$ cat config.mk
export PLATFORM = sky130hd
export DESIGN_NAME = conv_symgen
export DESIGN_NICKNAME = d
export VERILOG_FILES = /design/src/rtl/symgen_pkg.sv /design/src/rtl/symgen_cfg.sv /design/src/rtl/symgen_seq.sv /design/src/rtl/symgen_enc.sv /design/src/rtl/conv_symgen.sv
export SDC_FILE = /design/constraint.sdc
export NUM_CORES = 1
export LEC_CHECK = 0
export ABC_AREA = 1
export BUFFER_PORTS_ARGS = -buffer_cell sky130_fd_sc_hd__buf_2
export CAP_MARGIN = 20
export CORE_MARGIN = 4
export CORE_UTILIZATION = 63
export CTS_BUF_LIST = sky130_fd_sc_hd__clkbuf_4 sky130_fd_sc_hd__clkbuf_8
export DETAILED_ROUTE_END_ITERATION = 6
export PLACE_DENSITY = 0.88
export REMOVE_ABC_BUFFERS = 1
export SLEW_MARGIN = 20
export SYNTH_ARGS = -nofsm -noshare
export SYNTH_HDL_FRONTEND = slang
export SYNTH_SLANG_ARGS = --single-unit
$ cat constraint.sdc
create_clock -name clk -period 6.1 [get_ports clk]
set_clock_uncertainty 0.15 [all_clocks]
set_input_delay 0.915 -clock clk [delete_from_list [all_inputs] [get_ports clk]]
set_output_delay 0.915 -clock clk [all_outputs]
set_load 0.02 [all_outputs]
$ cat src/rtl/symgen_pkg.sv
package symgen_pkg;

    typedef enum logic [1:0] {
        RATE_HALF    = 2'd0,
        RATE_THIRD   = 2'd1,
        RATE_QUARTER = 2'd2,
        RATE_SPARE   = 2'd3
    } rate_code_e;

    // Number of symbol bits produced for a rate code.
    function automatic logic [2:0] rate_width(input logic [1:0] code);
        logic [2:0] w;
        case (rate_code_e'(code))
            RATE_HALF:  w = 3'd2;
            RATE_THIRD: w = 3'd3;
            default:    w = 3'd4;
        endcase
        return w;
    endfunction

endpackage

$ cat src/rtl/symgen_cfg.sv
module symgen_cfg
    import symgen_pkg::*;
#(
    parameter int K_MIN = 3,
    parameter int K_MAX = 9,
    parameter int N_MAX = 4,
    localparam int KW = $clog2(K_MAX + 1),
    localparam int PW = N_MAX * K_MAX
) (
    input  logic          clk,
    input  logic          rst_n,
    input  logic          load_i,
    input  logic [KW-1:0] k_i,
    input  logic [1:0]    rate_i,
    input  logic [PW-1:0] poly_i,
    output logic [KW-1:0] k_o,
    output logic [2:0]    nout_o,
    output logic [PW-1:0] poly_o
);

    typedef struct packed {
        logic [KW-1:0] k;
        logic [2:0]    nout;
        logic [PW-1:0] poly;
    } cfg_t;

    cfg_t             cfg_d, cfg_q;
    logic [KW-1:0]    k_sel;
    logic [K_MAX-1:0] tap_keep;
    logic [K_MAX-1:0] held_keep;

    always_comb begin
        k_sel = k_i;
        if (k_i < KW'(K_MIN)) begin
            k_sel = KW'(K_MIN);
        end else if (k_i > KW'(K_MAX)) begin
            k_sel = KW'(K_MAX);
        end
        tap_keep = ~({K_MAX{1'b1}} << k_sel);

        cfg_d = cfg_q;
        if (load_i) begin
            cfg_d.k    = k_sel;
            cfg_d.nout = rate_width(rate_i);
            for (int i = 0; i < N_MAX; i++) begin
                cfg_d.poly[i*K_MAX +: K_MAX] = poly_i[i*K_MAX +: K_MAX] & tap_keep;
            end
        end
    end

    always_ff @(posedge clk or negedge rst_n) begin
        if (!rst_n) begin
            cfg_q <= '{k: KW'(K_MIN), nout: 3'd2, poly: '0};
        end else begin
            cfg_q <= cfg_d;
        end
    end

    assign k_o       = cfg_q.k;
    assign nout_o    = cfg_q.nout;
    assign poly_o    = cfg_q.poly;
    assign held_keep = ~({K_MAX{1'b1}} << cfg_q.k);

    // the stored constraint length never leaves the supported window
    a_r7_k_window: assert property (@(posedge clk) disable iff (!rst_n)
        (cfg_q.k >= KW'(K_MIN)) && (cfg_q.k <= KW'(K_MAX)));

    // configuration only moves on an accepted start
    a_r10_cfg_frozen: assert property (@(posedge clk) disable iff (!rst_n)
        !load_i |=> $stable(cfg_q));

    for (genvar g = 0; g < N_MAX; g++) begin : g_tapchk
        // no stored tap survives at or above position K
        a_r5_taps_trimmed: assert property (@(posedge clk) disable iff (!rst_n)
            (cfg_q.poly[g*K_MAX +: K_MAX] & ~held_keep) == '0);
    end

endmodule

$ cat src/rtl/symgen_seq.sv
module symgen_seq #(
    parameter int K_MAX = 9,
    localparam int KW = $clog2(K_MAX + 1)
) (
    input  logic             clk,
    input  logic             rst_n,
    input  logic             start_i,
    input  logic             ready_i,
    input  logic [KW-1:0]    k_i,
    output logic             load_o,
    output logic             valid_o,
    output logic             busy_o,
    output logic             done_o,
    output logic [K_MAX-1:0] pos_o
);

    typedef struct packed {
        logic             run;
        logic             done;
        logic [K_MAX-1:0] pos;
    } seq_t;

    seq_t             seq_d, seq_q;
    logic [K_MAX-1:0] final_pos;
    logic             at_last;
    logic             take;
    logic             load;

    always_comb begin
        final_pos = ~({K_MAX{1'b1}} << k_i);
        at_last   = (seq_q.pos == final_pos);
        load      = start_i & ~seq_q.run;
        take      = seq_q.run & ready_i;

        seq_d      = seq_q;
        seq_d.done = 1'b0;
        if (load) begin
            seq_d.run = 1'b1;
            seq_d.pos = '0;
        end else if (take) begin
            if (at_last) begin
                seq_d.run  = 1'b0;
                seq_d.done = 1'b1;
            end else begin
                seq_d.pos = seq_q.pos + K_MAX'(1);
            end
        end
    end

    always_ff @(posedge clk or negedge rst_n) begin
        if (!rst_n) begin
            seq_q <= '{run: 1'b0, done: 1'b0, pos: '0};
        end else begin
            seq_q <= seq_d;
        end
    end

    assign load_o  = load;
    assign valid_o = take;
    assign busy_o  = seq_q.run;
    assign done_o  = seq_q.done;
    assign pos_o   = seq_q.pos;

    // a handed-over tuple that is not the last advances the position by one
    a_r3_step: assert property (@(posedge clk) disable iff (!rst_n)
        (valid_o && !at_last) |=> (seq_q.run && seq_q.pos == $past(seq_q.pos) + K_MAX'(1)));

    // a stall keeps the walk and its position
    a_r8_stall_hold: assert property (@(posedge clk) disable iff (!rst_n)
        (seq_q.run && !ready_i) |=> (seq_q.run && $stable(seq_q.pos)));

    // final handshake is followed by completion and idle
    a_r9_done_after_last: assert property (@(posedge clk) disable iff (!rst_n)
        (valid_o && at_last) |=> (seq_q.done && !seq_q.run));

    // completion lasts one cycle
    a_r9_done_single: assert property (@(posedge clk) disable iff (!rst_n)
        seq_q.done |=> !seq_q.done);

    // a start during a walk does not restart it
    a_r10_no_restart: assert property (@(posedge clk) disable iff (!rst_n)
        (seq_q.run && start_i && !ready_i) |=> (seq_q.run && $stable(seq_q.pos)));

endmodule

$ cat src/rtl/symgen_enc.sv
module symgen_enc #(
    parameter int K_MAX = 9,
    parameter int N_MAX = 4,
    localparam int KW = $clog2(K_MAX + 1),
    localparam int PW = N_MAX * K_MAX
) (
    input  logic [KW-1:0]    k_i,
    input  logic [2:0]       nout_i,
    input  logic [PW-1:0]    poly_i,
    input  logic [K_MAX-2:0] state_i,
    input  logic             bit_i,
    output logic [N_MAX-1:0] sym_o
);

    logic [K_MAX-1:0] shreg;
    logic [N_MAX-1:0] parity;

    always_comb begin
        shreg = K_MAX'(state_i) | (K_MAX'(bit_i) << (k_i - KW'(1)));
    end

    for (genvar g = 0; g < N_MAX; g++) begin : g_tap
        assign parity[g] = ^(shreg & poly_i[g*K_MAX +: K_MAX]);
    end

    always_comb begin
        for (int i = 0; i < N_MAX; i++) begin
            sym_o[i] = (i < int'(nout_i)) ? parity[i] : 1'b0;
        end
        // nothing above the active symbol width is driven
        a_r6_unused_zero: assert ((int'(nout_i) >= N_MAX) || ((sym_o >> nout_i) == '0));
    end

endmodule

$ cat src/rtl/conv_symgen.sv
module conv_symgen #(
    parameter int K_MIN = 3,
    parameter int K_MAX = 9,
    parameter int N_MAX = 4,
    localparam int KW = $clog2(K_MAX + 1),
    localparam int PW = N_MAX * K_MAX
) (
    input  logic             clk,
    input  logic             rst_n,
    input  logic             start_i,
    input  logic [KW-1:0]    k_i,
    input  logic [1:0]       rate_i,
    input  logic [PW-1:0]    poly_i,
    input  logic             ready_i,
    output logic             valid_o,
    output logic [K_MAX-2:0] state_o,
    output logic             bit_o,
    output logic [N_MAX-1:0] sym_o,
    output logic             busy_o,
    output logic             done_o
);

    logic             load;
    logic [KW-1:0]    k_q;
    logic [2:0]       nout_q;
    logic [PW-1:0]    poly_q;
    logic [K_MAX-1:0] pos;

    symgen_cfg #(.K_MIN(K_MIN), .K_MAX(K_MAX), .N_MAX(N_MAX)) u_cfg (
        .clk    (clk),
        .rst_n  (rst_n),
        .load_i (load),
        .k_i    (k_i),
        .rate_i (rate_i),
        .poly_i (poly_i),
        .k_o    (k_q),
        .nout_o (nout_q),
        .poly_o (poly_q)
    );

    symgen_seq #(.K_MAX(K_MAX)) u_seq (
        .clk     (clk),
        .rst_n   (rst_n),
        .start_i (start_i),
        .ready_i (ready_i),
        .k_i     (k_q),
        .load_o  (load),
        .valid_o (valid_o),
        .busy_o  (busy_o),
        .done_o  (done_o),
        .pos_o   (pos)
    );

    assign state_o = pos[K_MAX-1:1];
    assign bit_o   = pos[0];

    symgen_enc #(.K_MAX(K_MAX), .N_MAX(N_MAX)) u_enc (
        .k_i     (k_q),
        .nout_i  (nout_q),
        .poly_i  (poly_q),
        .state_i (state_o),
        .bit_i   (bit_o),
        .sym_o   (sym_o)
    );

    // no tuple is offered outside a walk
    a_r1_idle_quiet: assert property (@(posedge clk) disable iff (!rst_n)
        !busy_o |-> !valid_o);

    // an idle start makes the block busy on the next cycle
    a_r2_start_busy: assert property (@(posedge clk) disable iff (!rst_n)
        (start_i && !busy_o) |=> busy_o);

endmodule

; ---- Word-level counts from Yosys, hierarchy flattened
; Index checks and enable logic that the tools add are counted.
[totals]
regBits = 54
input_bits = 46
output_inout_bits = 16
wordCells = 56
[op_classes]
addsub = 2
n_lt_le_gt_ge = 6
eq_ne = 3
n_shift = 3
muxes = 13
bitwise_logic = 14
reduce_logical = 9
[ops]
columns = cell, count
row1 = 9-bit AND, 8
row2 = 9-bit XOR reduction, 4
row3 = 9-bit 2-to-1 mux, 2
row4 = 9-bit inverter, 2
row5 = "9-bit by 4-bit left shift with 9-bit output, first input constant", 2
row6 = 11-bit 2-to-1 mux, 1
row7 = "9-bit by 1-bit adder with 9-bit output, second input constant", 1
row8 = 9-bit equality test, 1
row9 = 8-bit by 9-bit OR with 9-bit output, 1
row10 = 1-bit by 4-bit left shift with 9-bit output, 1
row11 = 4-bit 2-to-1 mux, 2
row12 = "1-bit by 3-bit < comparator with 1-bit output, first input constant", 2
row13 = "2-bit by 3-bit < comparator with 1-bit output, first input constant", 2
row14 = 1-bit 2-to-1 mux, 6
row15 = 3-bit case mux with 2 select lines, 1
row16 = "4-bit > comparator, second input constant", 1
row17 = "4-bit by 2-bit < comparator with 1-bit output, second input constant", 1
row18 = 2-bit AND reduction, 2
row19 = 2-bit nonzero test, 2
row20 = "4-bit by 1-bit subtractor with 4-bit output, second input constant", 1
row21 = 1-bit AND, 2
row22 = "2-bit by 1-bit equality test with 1-bit output, second input constant", 1
row23 = 2-bit logical NOT, 1
row24 = 2-bit 2-to-1 mux, 1
row25 = other kinds (2), 2

; ---- Longest topological paths before layout
; Gate-level depths: netlist of run 1.
[logic_depth]
word_depth = 6
mapped_depth = 20
depth_no_buf = 20

; ---- Modules after synthesis
; Synthesis of run 1 repeated with hierarchy kept, for this count alone.
[unflattened]
cells_unflattened = 642
area_unflattened_um2 = 3901.2
[modules_own_cells]
columns = module, instances, cells_per_inst, area_per_inst_um2, seq_area_each_um2
row1 = symgen_cfg, 1, 208, 1785.5, 1079.8
row2 = symgen_enc, 1, 298, 1234.9, 0.0
row3 = symgen_seq, 1, 136, 880.8, 275.3

; ---- Least setup slack after synthesis of run 1
; OpenSTA, ideal clock, no wires.
[synth_path]
path_type = flip-flop to output port
startpoint = register u_cfg.cfg_q (netlist bit u_cfg.k_o[0])
endpoint = output sym_o[3]
arrival_time_ps = 2191
t_required_ps = 5035
setup_slack_ps = 2844
stages_incl_launch_ff = 18
cell_sequence = dfstp_2 inv_1 ha_1 inv_1 nand3_1 nor2_1 nand2_1 nand2_2 nand2_1 inv_1 nand2_1 nand2_1 nand2_1 nand2_1 nand2_1 nand2_1 nor2_1 nor2_1
[synth_between]
elab_chain_len = 6
[synth_lines]
columns = element, line
row1 = from (decl), symgen_cfg.sv:27  ; cfg_t cfg_d, cfg_q;
row2 = from (signal assigned), symgen_cfg.sv:53  ; cfg_q <= '{k: KW'(K_MIN), nout: 3'd2, poly: '0};
row3 = from (signal assigned), symgen_cfg.sv:55  ; cfg_q <= cfg_d;
row4 = 4-bit by 1-bit subtractor with 4-bit output, symgen_enc.sv:19  ; shreg = K_MAX'(state_i) | (K_MAX'(bit_i) << (k_i - KW'(1)));
row5 = 1-bit by 4-bit left shift with 9-bit output, symgen_enc.sv:19
row6 = 8-bit by 9-bit OR with 9-bit output, symgen_enc.sv:19
row7 = 9-bit AND, symgen_enc.sv:23  ; assign parity[g] = ^(shreg & poly_i[g*K_MAX +: K_MAX]);
row8 = 9-bit XOR reduction, symgen_enc.sv:23
row9 = 1-bit 2-to-1 mux, symgen_enc.sv:28  ; sym_o[i] = (i < int'(nout_i)) ? parity[i] : 1'b0;
row10 = to (decl), conv_symgen.sv:18  ; output logic [N_MAX-1:0] sym_o,
; Every way passes these cells.

; ---- Worst setup path after layout of run 1
[layout_path]
startpoint = register u_cfg.cfg_q (netlist bit u_cfg.k_o[0])
endpoint = output sym_o[1]
; Same word-level chain as after synthesis.

==> flow_summary_export.csv, run 1 <==
group,metric,value,unit
status,status,"finished clean",
sta,setup_violations,0,
final_layout,fin_util,74.89,%
global_route,grt_pass1_vias,3776,
final_layout,drive_gt1_share,19.44,%
global_route,antenna_found_initial,0,
worst_setup_path,crit_type,"reg -> out",
placement,dp_cells,707,
clock_network,post_cts_resized,0,
global_route,grt_usage,27.13,%
sta,post-route-period-util,63.35,%
sta,relSlewSlack,51.73,%
run,drv_cap,0,
global_route,grtUsageMet3,3.786,%
placement,dp_slack,2.615,ns
floorplanning,fp.dieW,85.06,µm
detailed_routing,drtIter0Drc,218,
floorplanning,io_pins,62,
final_layout,antenna_cells,0,
global_route,grt_pass1_wl,16.09,mm
detailed_routing,wl_per_cell,13.43,µm
clock_network,cts_buffer_depth,2,
worst_setup_path,cp.required,5.03,ns
clock_network,cts_made_buffers,5,
clock_network,clock_latency,0.32,ns
floorplanning,coreArea,5642,µm²
detailed_routing,wl,9.605,mm
final_layout,stdcell_count,715,
synthesis,syn_avg_cell_area,6.439,µm²
sta,tns,0,ns
synthesis,ys_seq_area_share,36.22,%
detailed_routing,vias,3879,
clock_network,cts_setup_buffers,0,
global_route,grt-busiest-layer,"met2",
global_route,grt_max_degree,55,
final_layout,final_cell_mix,"265 x nand2_1, 61 x buf_2, 59 x inv_1",
final_layout,final_common_cell,"nand2_1",
clock_network,cts_root_buffer,"clkbuf_8",
synthesis,ys_seq_elements,54,
floorplanning,num_rows,27,
floorplanning,die_height,85.06,µm
clock_network,cts_tree,"yes",
clock_network,clock-sinks,54,
clock_network,postCtsHoldBufs,0,
final_layout,final_nets,692,
sta,fin_crit,3.864,ns
synthesis,synthCells,581,
placement,hpwl,7.329,mm
placement,port_buffers,61,
detailed_routing,drc,0,
power,leakage,2.368,nW
power,vdd_drop_max,0.1691,mV
clock_network,clk_pin_slew,0.09,ns
floorplanning,die-area,7235,µm²
sta,fmax,0.2588,GHz
global_route,grt.overflow.total,0,
power,total_power,0.0009895,W
sta,worstMarginPinSlew,0.7214,ns
synthesis,synth.cell_area,3741,µm²
detailed_routing,first_pass_iters,5,
placement,globalplace.congestion,0.9136,
worst_setup_path,crit_path_max_fanout,7,
floorplanning,start_util,66.31,%
worst_setup_path,endpoint_kind,"output port",
worst_setup_path,arrival,2.80,ns
hold_path,hold_path_class,"reg -> reg",
final_layout,syn_to_final_growth,12.94,%
synthesis,ys_types,31,
sta,hold_viol,0,
power,power_density,234.2,nW/µm²
detailed_routing,via_per_inst,5.425,
sta,rsz0062_at_grt,"false",
sta,setup_slack,2.236,ns
global_route,grtUsageMet1,32.60,%
clock_network,htreeDepth,2,
detailed_routing,drtAntennaViolNets,0,
worst_setup_path,setup.worst_path.start_class,"flop",
synthesis,ys_warn_count,0,
sta,drv_slew,0,
global_route,met2_usage,48.73,%
-- final cells by class --
type | instances | area (µm²)
flip-flops and latches | 54 | 1355
fillers | 472 | 1416
multi-input cells | 449 | 2088
clock buffers | 5 | 68.82
well taps | 72 | 90.09
repair buffers | 64 | 327.8
inverters | 68 | 255.2
clock inverters | 3 | 40.04
-- stage by stage --
stage,cell area [µm²],hold slack [ns]
5_1_grt,4225,0.3640
2_1_floorplan,3694,0.2922
3_3_place_gp,4116,0.3061
3_5_place_dp,4116,0.3091
6_report,4225,0.3279
4_1_cts,4225,0.3331
-- critical path, cell delays in order, from the launching register on --
cell and delay, ns:
dfstp_2 0.57, inv_1 0.12, ha_1 0.25, inv_1 0.06, nand2_1 0.06, nand2_2 0.14, inv_2 0.08, nor2_2 0.09
nand2_2 0.10, nand2_2 0.11, nand2_1 0.08, nand2_1 0.07, nand2_1 0.10, nand2_1 0.08, nand2_1 0.07, nand2_1 0.06
nand2_1 0.07, nand2_1 0.07, nand2_1 0.05, nor2_1 0.09, buf_2 0.17
-- power breakdown --
part	internal [W]	switching [W]	leakage (nW)	total, W
Clock	0.000121	0.000124	0.0579	0.000245
Sequential	0.000400	0.0000374	0.674	0.000438
Combinational	0.000103	0.000204	1.64	0.000307
-- flip-flops by register name, indices dropped and copies added (netlist names) --
register,flops
u_cfg.k_o,4
u_cfg.nout_o,3
u_cfg.poly_o,36
u_seq.busy_o,1
u_seq.done_o,1
u_seq.pos_o,9
-- layer usage --
metal,vias up,wire length [µm]
met5,-,0
met2,168,4788
met1,1755,3989
met4,0,187
met3,20,640
li1,1936,-
-- logic make-up (layout without fill, tap and decap cells) --
group / count (synthesis) / in the layout / share of synthesized area [%]
AOI/OAI and AO/OA: 64 / 64 / 10.17
buffers and inverters: 78 / 140 / 8.094
DFF: 54 / 54 / 36.22
xor gates and xnor gates: 11 / 11 / 2.575
and+or+nand+nor: 370 / 370 / 41.61
adders and majority gates: 4 / 4 / 1.338
-- final timing paths --
check	from	end	slack [ns]	cells after the start
hold reg to reg	u_cfg.poly_o[9]	u_cfg.poly_o[9]	0.33	2
max in group asynchronous	rst_n	u_cfg.poly_o[25]	4.76	2
setup reg to reg	u_cfg.k_o[0]	u_seq.pos_o[5]	3.71	10
hold / removal	u_cfg.poly_o[9]	u_cfg.poly_o[9]	0.33	2
setup / recovery	u_cfg.k_o[0]	sym_o[1]	2.24	20
min in group asynchronous	rst_n	u_seq.pos_o[6]	0.55	2
-- cells in the mapped netlist, drive strengths merged --
| library cell | number | area share (%) |
|---|---|---|
| o22ai | 1 | 0.17 |
| ha | 4 | 1.3 |
| o21bai | 2 | 0.40 |
| dfrtp | 51 | 34 |
| clkbuf | 7 | 0.70 |
| nand3 | 29 | 3.9 |
| inv | 67 | 6.7 |
| nor4 | 3 | 0.50 |
| o221ai | 1 | 0.23 |
| nand3b | 1 | 0.20 |
| a21boi | 2 | 0.40 |
| xor2 | 11 | 2.6 |
| o211ai | 1 | 0.20 |
| clkinv | 1 | 0.10 |
| nor2 | 32 | 3.5 |
| nor3 | 6 | 0.94 |
| o21ai | 33 | 5.2 |
| o21a | 1 | 0.20 |
| dfstp | 3 | 2.1 |
| nand4 | 6 | 1.0 |
| a32o | 2 | 0.54 |
| buf | 3 | 0.57 |
| nand2 | 293 | 32 |
| a21oi | 21 | 2.8 |
Note: power is estimated with default switching activity, not from simulation.
==> run 2: changes to the inputs <==
--- a/config.mk
+++ b/config.mk
@@ -9,10 +9,10 @@
 export BUFFER_PORTS_ARGS = -buffer_cell sky130_fd_sc_hd__buf_2
 export CAP_MARGIN = 20
 export CORE_MARGIN = 4
-export CORE_UTILIZATION = 63
+export CORE_UTILIZATION = 53
 export CTS_BUF_LIST = sky130_fd_sc_hd__clkbuf_4 sky130_fd_sc_hd__clkbuf_8
 export DETAILED_ROUTE_END_ITERATION = 6
-export PLACE_DENSITY = 0.88
+export PLACE_DENSITY = 0.79
 export REMOVE_ABC_BUFFERS = 1
 export SLEW_MARGIN = 20
 export SYNTH_ARGS = -nofsm -noshare
==> constraint.sdc (replaced) <==
create_clock -name clk -period 3.4 [get_ports clk]
set_clock_uncertainty 0.15 [all_clocks]
set_input_delay 0.51 -clock clk [delete_from_list [all_inputs] [get_ports clk]]
set_output_delay 0.51 -clock clk [all_outputs]
set_load 0.02 [all_outputs]
==> flow_summary_export.csv, run 2 (synthesis results as in run 1) <==
group,metric,value,unit
worst_setup_path,crit_path_top_delay_cell,"dfstp_2",
detailed_routing,wl_met1,4.326,mm
floorplanning,num_rows,30,
final_layout,largest_reg_flops,36,
status,status,"finished clean",
final_layout,final_common_cell,"nand2_1",
worst_setup_path,cp.required,2.74,ns
detailed_routing,wl_per_cell,14.10,µm
clock_network,clk_pin_slew,0.11,ns
worst_setup_path,crit_path_max_fanout,7,
detailed_routing,via_per_inst,5.266,
power,leakage,2.478,nW
worst_setup_path,crit_buf_inv,4,
sta,drv_slew,0,
final_layout,stdcell_count,745,
clock_network,cts_buffer_depth,2,
sta,worstMarginPinSlew,0.7549,ns
placement,globalplace.congestion,0.8604,
global_route,grt_max_degree,54,
sta,hold_viol,0,
hold_path,hold_path_class,"in -> async",
worst_setup_path,path_delay_family,"simple AND/OR/NAND/NOR gates",
clock_network,cts_tree,"yes",
worst_setup_path,crit_type,"reg -> out",
worst_setup_path,reg2reg_depth,12,
floorplanning,fp.dieW,92.02,µm
sta,tns,0,ns
worst_setup_path,critPathLaunch,"u_cfg.k_o[0]",
detailed_routing,top_layer_used,"met4",
final_layout,drive_gt1_share,29.74,%
placement,dp_cells,731,
worst_setup_path,cpPeakStageDelay,0.61,ns
global_route,grt_usage,24.20,%
floorplanning,io_pins,62,
power,total_power,0.001925,W
detailed_routing,drtIter0Drc,283,
floorplanning,die-area,8467,µm²
floorplanning,start_util,54.76,%
final_layout,final_cell_mix,"225 x nand2_1, 57 x buf_2, 54 x inv_1",
global_route,grt.overflow.total,0,
final_layout,syn_to_final_growth,23.91,%
worst_setup_path,setup.worst_path.start_class,"flop",
sta,post-route-period-util,99.97,%
worst_setup_path,rrSetupSlack,0.99,ns
sta,fin_crit,3.399,ns
floorplanning,coreArea,6832,µm²
detailed_routing,route.met2.wl,5.262,mm
clock_network,cts_root_buffer,"clkbuf_8",
global_route,antenna_found_initial,0,
power,power_density,415.3,nW/µm²
sta,setup_violations,0,
placement,hpwl,7.443,mm
worst_setup_path,reg2reg_from,"u_cfg.k_o[0]",
worst_setup_path,endpoint_kind,"output port",
floorplanning,die_height,92.02,µm
final_layout,final_nets,698,
clock_network,cts_made_buffers,5,
clock_network,clock_latency,0.32,ns
power,vdd_drop_max,0.2912,mV
sta,fmax,0.2942,GHz
detailed_routing,first_pass_iters,5,
sta,relSlewSlack,49.49,%
clock_network,clock-sinks,54,
detailed_routing,drtAntennaViolNets,0,
clock_network,htreeDepth,2,
worst_setup_path,crit_chain,"clkinv_4 -> ha_4 -> inv_2 -> nand2_2 -> nand2_4 -> inv_6 -> nor2_4 -> nand2_4 -> a21oi_1 -> nand2_1 -> nand2_2 -> nand2_1 -> nand2_1 -> nand2_1 -> nand2_2 -> nor2_1 -> nor2_1 -> buf_4",
detailed_routing,wl_met3,601,µm
placement,port_buffers,61,
worst_setup_path,cp_common_cell,"nand2_1",
sta,rsz0062_at_grt,"true",
detailed_routing,vias,3923,
worst_setup_path,r2r-end,"u_seq.pos_o[6]",
final_layout,antenna_cells,0,
global_route,grt_pass1_vias,3692,
global_route,grt_pass1_wl,16.63,mm
worst_setup_path,arrival,2.74,ns
final_layout,fillCellCount,606,
run,drv_cap,0,
detailed_routing,drc,0,
detailed_routing,wl,10.50,mm
==> run 2: through the flow <==
step | area, µm² | setup WS, ns | util (%) | hold slack, ns
3_5_place_dp | 4146 | 0.2737 | 60.70 | 0.3188
5_1_grt | 4636 | -0.1717 | 67.86 | 0.05947
6_report | 4636 | 0.0009746 | 67.86 | 0.004835
3_3_place_gp | 4146 | 0.3705 | 60.70 | 0.3095
4_1_cts | 4275 | 0.004254 | 62.58 | 0.02233
2_1_floorplan | 3694 | 0.1032 | - | 0.06441
==> run 2: final cells by class <==
class | count | area [µm²] | share of cell area, %
clock buffer | 5 | 68.82 | 1.484
clock inverter | 3 | 40.04 | 0.8637
timing repair buffer | 70 | 386.6 | 8.340
inverter | 68 | 267.8 | 5.776
tap | 96 | 120.1 | 2.591
multi-input combinational | 449 | 2397 | 51.71
sequential | 54 | 1355 | 29.23
==> run 2: where the power goes <==
group | switching (W) | internal (W) | total, W
registers | 0.0000768 | 0.000718 | 0.000795
logic | 0.000436 | 0.000245 | 0.000681
clock network | 0.000232 | 0.000218 | 0.000449
==> run 2: how the worst max path moves through the flow <==
stage,depth (start not counted),endpoint,slack [ns]
3_3_place_gp,18,sym_o[2],0.37
5_1_grt,20,sym_o[3],-0.17
2_1_floorplan,5,u_cfg.poly_o[17],0.10
4_1_cts,20,sym_o[3],0.004
6_report,18,sym_o[3],0.001
3_5_place_dp,18,sym_o[2],0.27
==> run 2: worst register-to-register path: stages, from the launching register on <==
cell,delay [ns]
dfstp_2,0.61
clkinv_4,0.11
ha_4,0.17
nand2_2,0.09
nand2_2,0.06
nand2_2,0.08
nand2_1,0.05
nor4_1,0.31
nand2_1,0.17
nand2_2,0.14
nand2_4,0.15
nand2_1,0.14
o21ai_2,0.06
==> run 2: what timing repair did <==
item	in CTS	in global routing
resized for setup	4	92
pin swaps	0	35
hold buffers	0	0
setup buffers	0	6
endpoints found under the hold margin	0	0
endpoints found under the setup margin	4	4
==> run 2: layer usage <==
metal,vias up,track usage (%)
li1,1949,-
met1,1814,31.16
met2,132,40.51
met3,28,3.938
met4,0,9.777
met5,-,0
==> run 3: changes to the inputs <==
--- a/config.mk
+++ b/config.mk
@@ -7,12 +7,12 @@
 export LEC_CHECK = 0
 export ABC_AREA = 1
 export BUFFER_PORTS_ARGS = -buffer_cell sky130_fd_sc_hd__buf_2
-export CAP_MARGIN = 20
 export CORE_MARGIN = 4
-export CORE_UTILIZATION = 53
+export CORE_UTILIZATION = 63
 export CTS_BUF_LIST = sky130_fd_sc_hd__clkbuf_4 sky130_fd_sc_hd__clkbuf_8
 export DETAILED_ROUTE_END_ITERATION = 6
-export PLACE_DENSITY = 0.79
+export PLACE_DENSITY = 0.88
+export RECOVER_POWER = 100
 export REMOVE_ABC_BUFFERS = 1
 export SLEW_MARGIN = 20
 export SYNTH_ARGS = -nofsm -noshare
==> constraint.sdc (replaced) <==
create_clock -name clk -period 4 [get_ports clk]
set_clock_uncertainty 0.15 [all_clocks]
set_input_delay 0.6 -clock clk [delete_from_list [all_inputs] [get_ports clk]]
set_output_delay 0.6 -clock clk [all_outputs]
set_load 0.02 [all_outputs]
==> flow_summary_export.csv, run 3 (synthesis results as in run 1) <==
group,metric,value,unit
status,status,"finished, violations left",
status,violations,"capacitance limit, slew limit",
power,combPwrFrac,32.1,%
sta,hold_viol,0,
sta,rsz0062_at_grt,"false",
global_route,grt_pass1_vias,3744,
sta,setup_violations,0,
sta,post-route-period-util,90.25,%
worst_setup_path,crit_type,"reg -> out",
floorplanning,start_util,66.31,%
clock_network,post_cts_resized,0,
worst_setup_path,setup.worst_path.start_class,"flop",
clock_network,cts_root_buffer,"clkbuf_8",
detailed_routing,drtAntennaViolNets,0,
hold_path,hold_path_class,"reg -> reg",
sta,tns,0,ns
worst_setup_path,cpPeakStageDelay,0.58,ns
power,leakage,2.289,nW
final_layout,largest_reg_flops,36,
worst_setup_path,reg2reg_depth,4,
placement,hpwl,7.334,mm
floorplanning,io_pins,62,
detailed_routing,wl,9.510,mm
clock_network,htreeDepth,2,
worst_setup_path,path_depth,18,
floorplanning,fp.dieW,85.06,µm
detailed_routing,first_pass_iters,5,
placement,globalplace.congestion,0.9441,
sta,drv_slew,58,
clock_network,clk_pin_slew,0.09,ns
power,sw_frac_of_total,37.41,%
worst_setup_path,crit_path_max_fanout,7,
power,p_sw,0.0005358,W
global_route,grt_usage,27.34,%
detailed_routing,via_per_inst,5.370,
final_layout,final_nets,692,
power,p_int,0.0008964,W
worst_setup_path,crit_path_top_delay_cell,"dfstp_1",
clock_network,clock_latency,0.30,ns
worst_setup_path,arrival,2.86,ns
final_layout,fillCellCount,475,
detailed_routing,wl_per_cell,13.32,µm
run,drv_cap,3,
detailed_routing,drc,0,
floorplanning,num_rows,27,
worst_setup_path,crit_chain,"inv_1 -> ha_1 -> inv_1 -> nand2_1 -> nand2_1 -> inv_2 -> nor2_2 -> nand2_2 -> a21oi_1 -> nand2_1 -> nand2_1 -> nand2_1 -> nand2_1 -> nand2_1 -> nand2_1 -> nor2_1 -> nor2_1 -> buf_2",
clock_network,cts_made_buffers,5,
floorplanning,die-area,7235,µm²
clock_network,cts_buffer_depth,2,
global_route,grt_max_degree,30,
worst_setup_path,endpoint_kind,"output port",
final_layout,final_common_cell,"nand2_1",
placement,port_buffers,61,
worst_setup_path,cp_common_cell,"nand2_1",
global_route,grt.overflow.total,0,
worst_setup_path,cp.required,3.25,ns
sta,relSlewSlack,-22.55,%
clock_network,cts_tree,"yes",
hold_path,hold_depth,2,
floorplanning,coreArea,5642,µm²
clock_network,postCtsHoldBufs,0,
power,power_density,345.8,nW/µm²
sta,fin_crit,3.610,ns
power,clkPwrFrac,21.4,%
detailed_routing,drtIter0Drc,265,
sta,worstMarginPinSlew,1.832,ns
clock_network,clock-sinks,54,
clock_network,cts_setup_buffers,0,
power,vdd_drop_max,0.1925,mV
sta,setup_slack,0.3901,ns
final_layout,syn_to_final_growth,10.70,%
worst_setup_path,path_delay_family,"simple AND/OR/NAND/NOR gates",
placement,dp_slack,0.8244,ns
final_layout,antenna_cells,0,
global_route,antenna_found_initial,0,
worst_setup_path,crit_buf_inv,4,
detailed_routing,vias,3834,
floorplanning,die_height,85.06,µm
final_layout,final_cell_mix,"269 x nand2_1, 59 x inv_1, 51 x dfrtp_1",
final_layout,drive_gt1_share,15.42,%
power,power_frac_seq,46.5,%
sta,fmax,0.2770,GHz
global_route,grt_pass1_wl,16.27,mm
-- run 3: final timing paths --
path,startpoint,endpoint,slack [ns]
max,u_cfg.k_o[0],sym_o[1],0.39
min,u_cfg.poly_o[10],u_cfg.poly_o[10],0.33
max reg2reg,u_seq.busy_o,u_cfg.k_o[0],0.52
min reg2reg,u_cfg.poly_o[10],u_cfg.poly_o[10],0.33
max in group asynchronous,rst_n,u_cfg.nout_o[2],1.11
min in group asynchronous,rst_n,u_seq.pos_o[6],0.53
-- run 3: per-layer routing --
metal  vias to the layer above  global-route usage [%]  part of all wire, %
li1                       1932                       -                    -
met1                      1751                   35.82                   44
met2                       122                   45.27                   48
met3                        29                   3.398                  5.6
met4                         0                   12.09                  2.7
met5                         -                       0                    0
-- run 3: worst reg2reg max path, cell delays in order, from the launching register on --
cell	delay, ns
dfrtp_1	0.41
nor2_1	1.36
clkbuf_1	0.85
o21ai_0	0.35
o221ai_1	0.27
-- run 3: stage by stage --
step | util (%) | instances | power [W] | hold slack, ns | instance area, µm²
after floorplan | - | 571 | 0.0009940 | 0.1544 | 3694
after CTS | 74.45 | 714 | 0.001442 | 0.1834 | 4200
after detailed placement | 72.97 | 707 | 0.001136 | 0.3105 | 4116
final | 73.41 | 714 | 0.001432 | 0.3284 | 4141
after global placement | 72.97 | 707 | 0.001119 | 0.3063 | 4116
after global routing | 73.41 | 714 | 0.001531 | 0.3403 | 4141
-- run 3: final cells by class --
class,count,area (µm²),area share [%]
Clock buffer,7,83.83,2.024
Inverter,68,255.2,6.163
Multi-Input combinational cell,449,2056,49.64
Sequential cell,54,1355,32.72
Tap cell,72,90.09,2.175
Timing Repair Buffer,64,301.5,7.281
-- run 3: power groups by stage --
stage / Clock (W) / Sequential, W / Combinational (W)
floorplan: 0 / 0.000672 / 0.000322
detailed placement: 0 / 0.000675 / 0.000462
finish: 0.000306 / 0.000667 / 0.000459
CTS: 0.000314 / 0.000665 / 0.000463
global placement: 0 / 0.000674 / 0.000445
global route: 0.000335 / 0.000676 / 0.000520
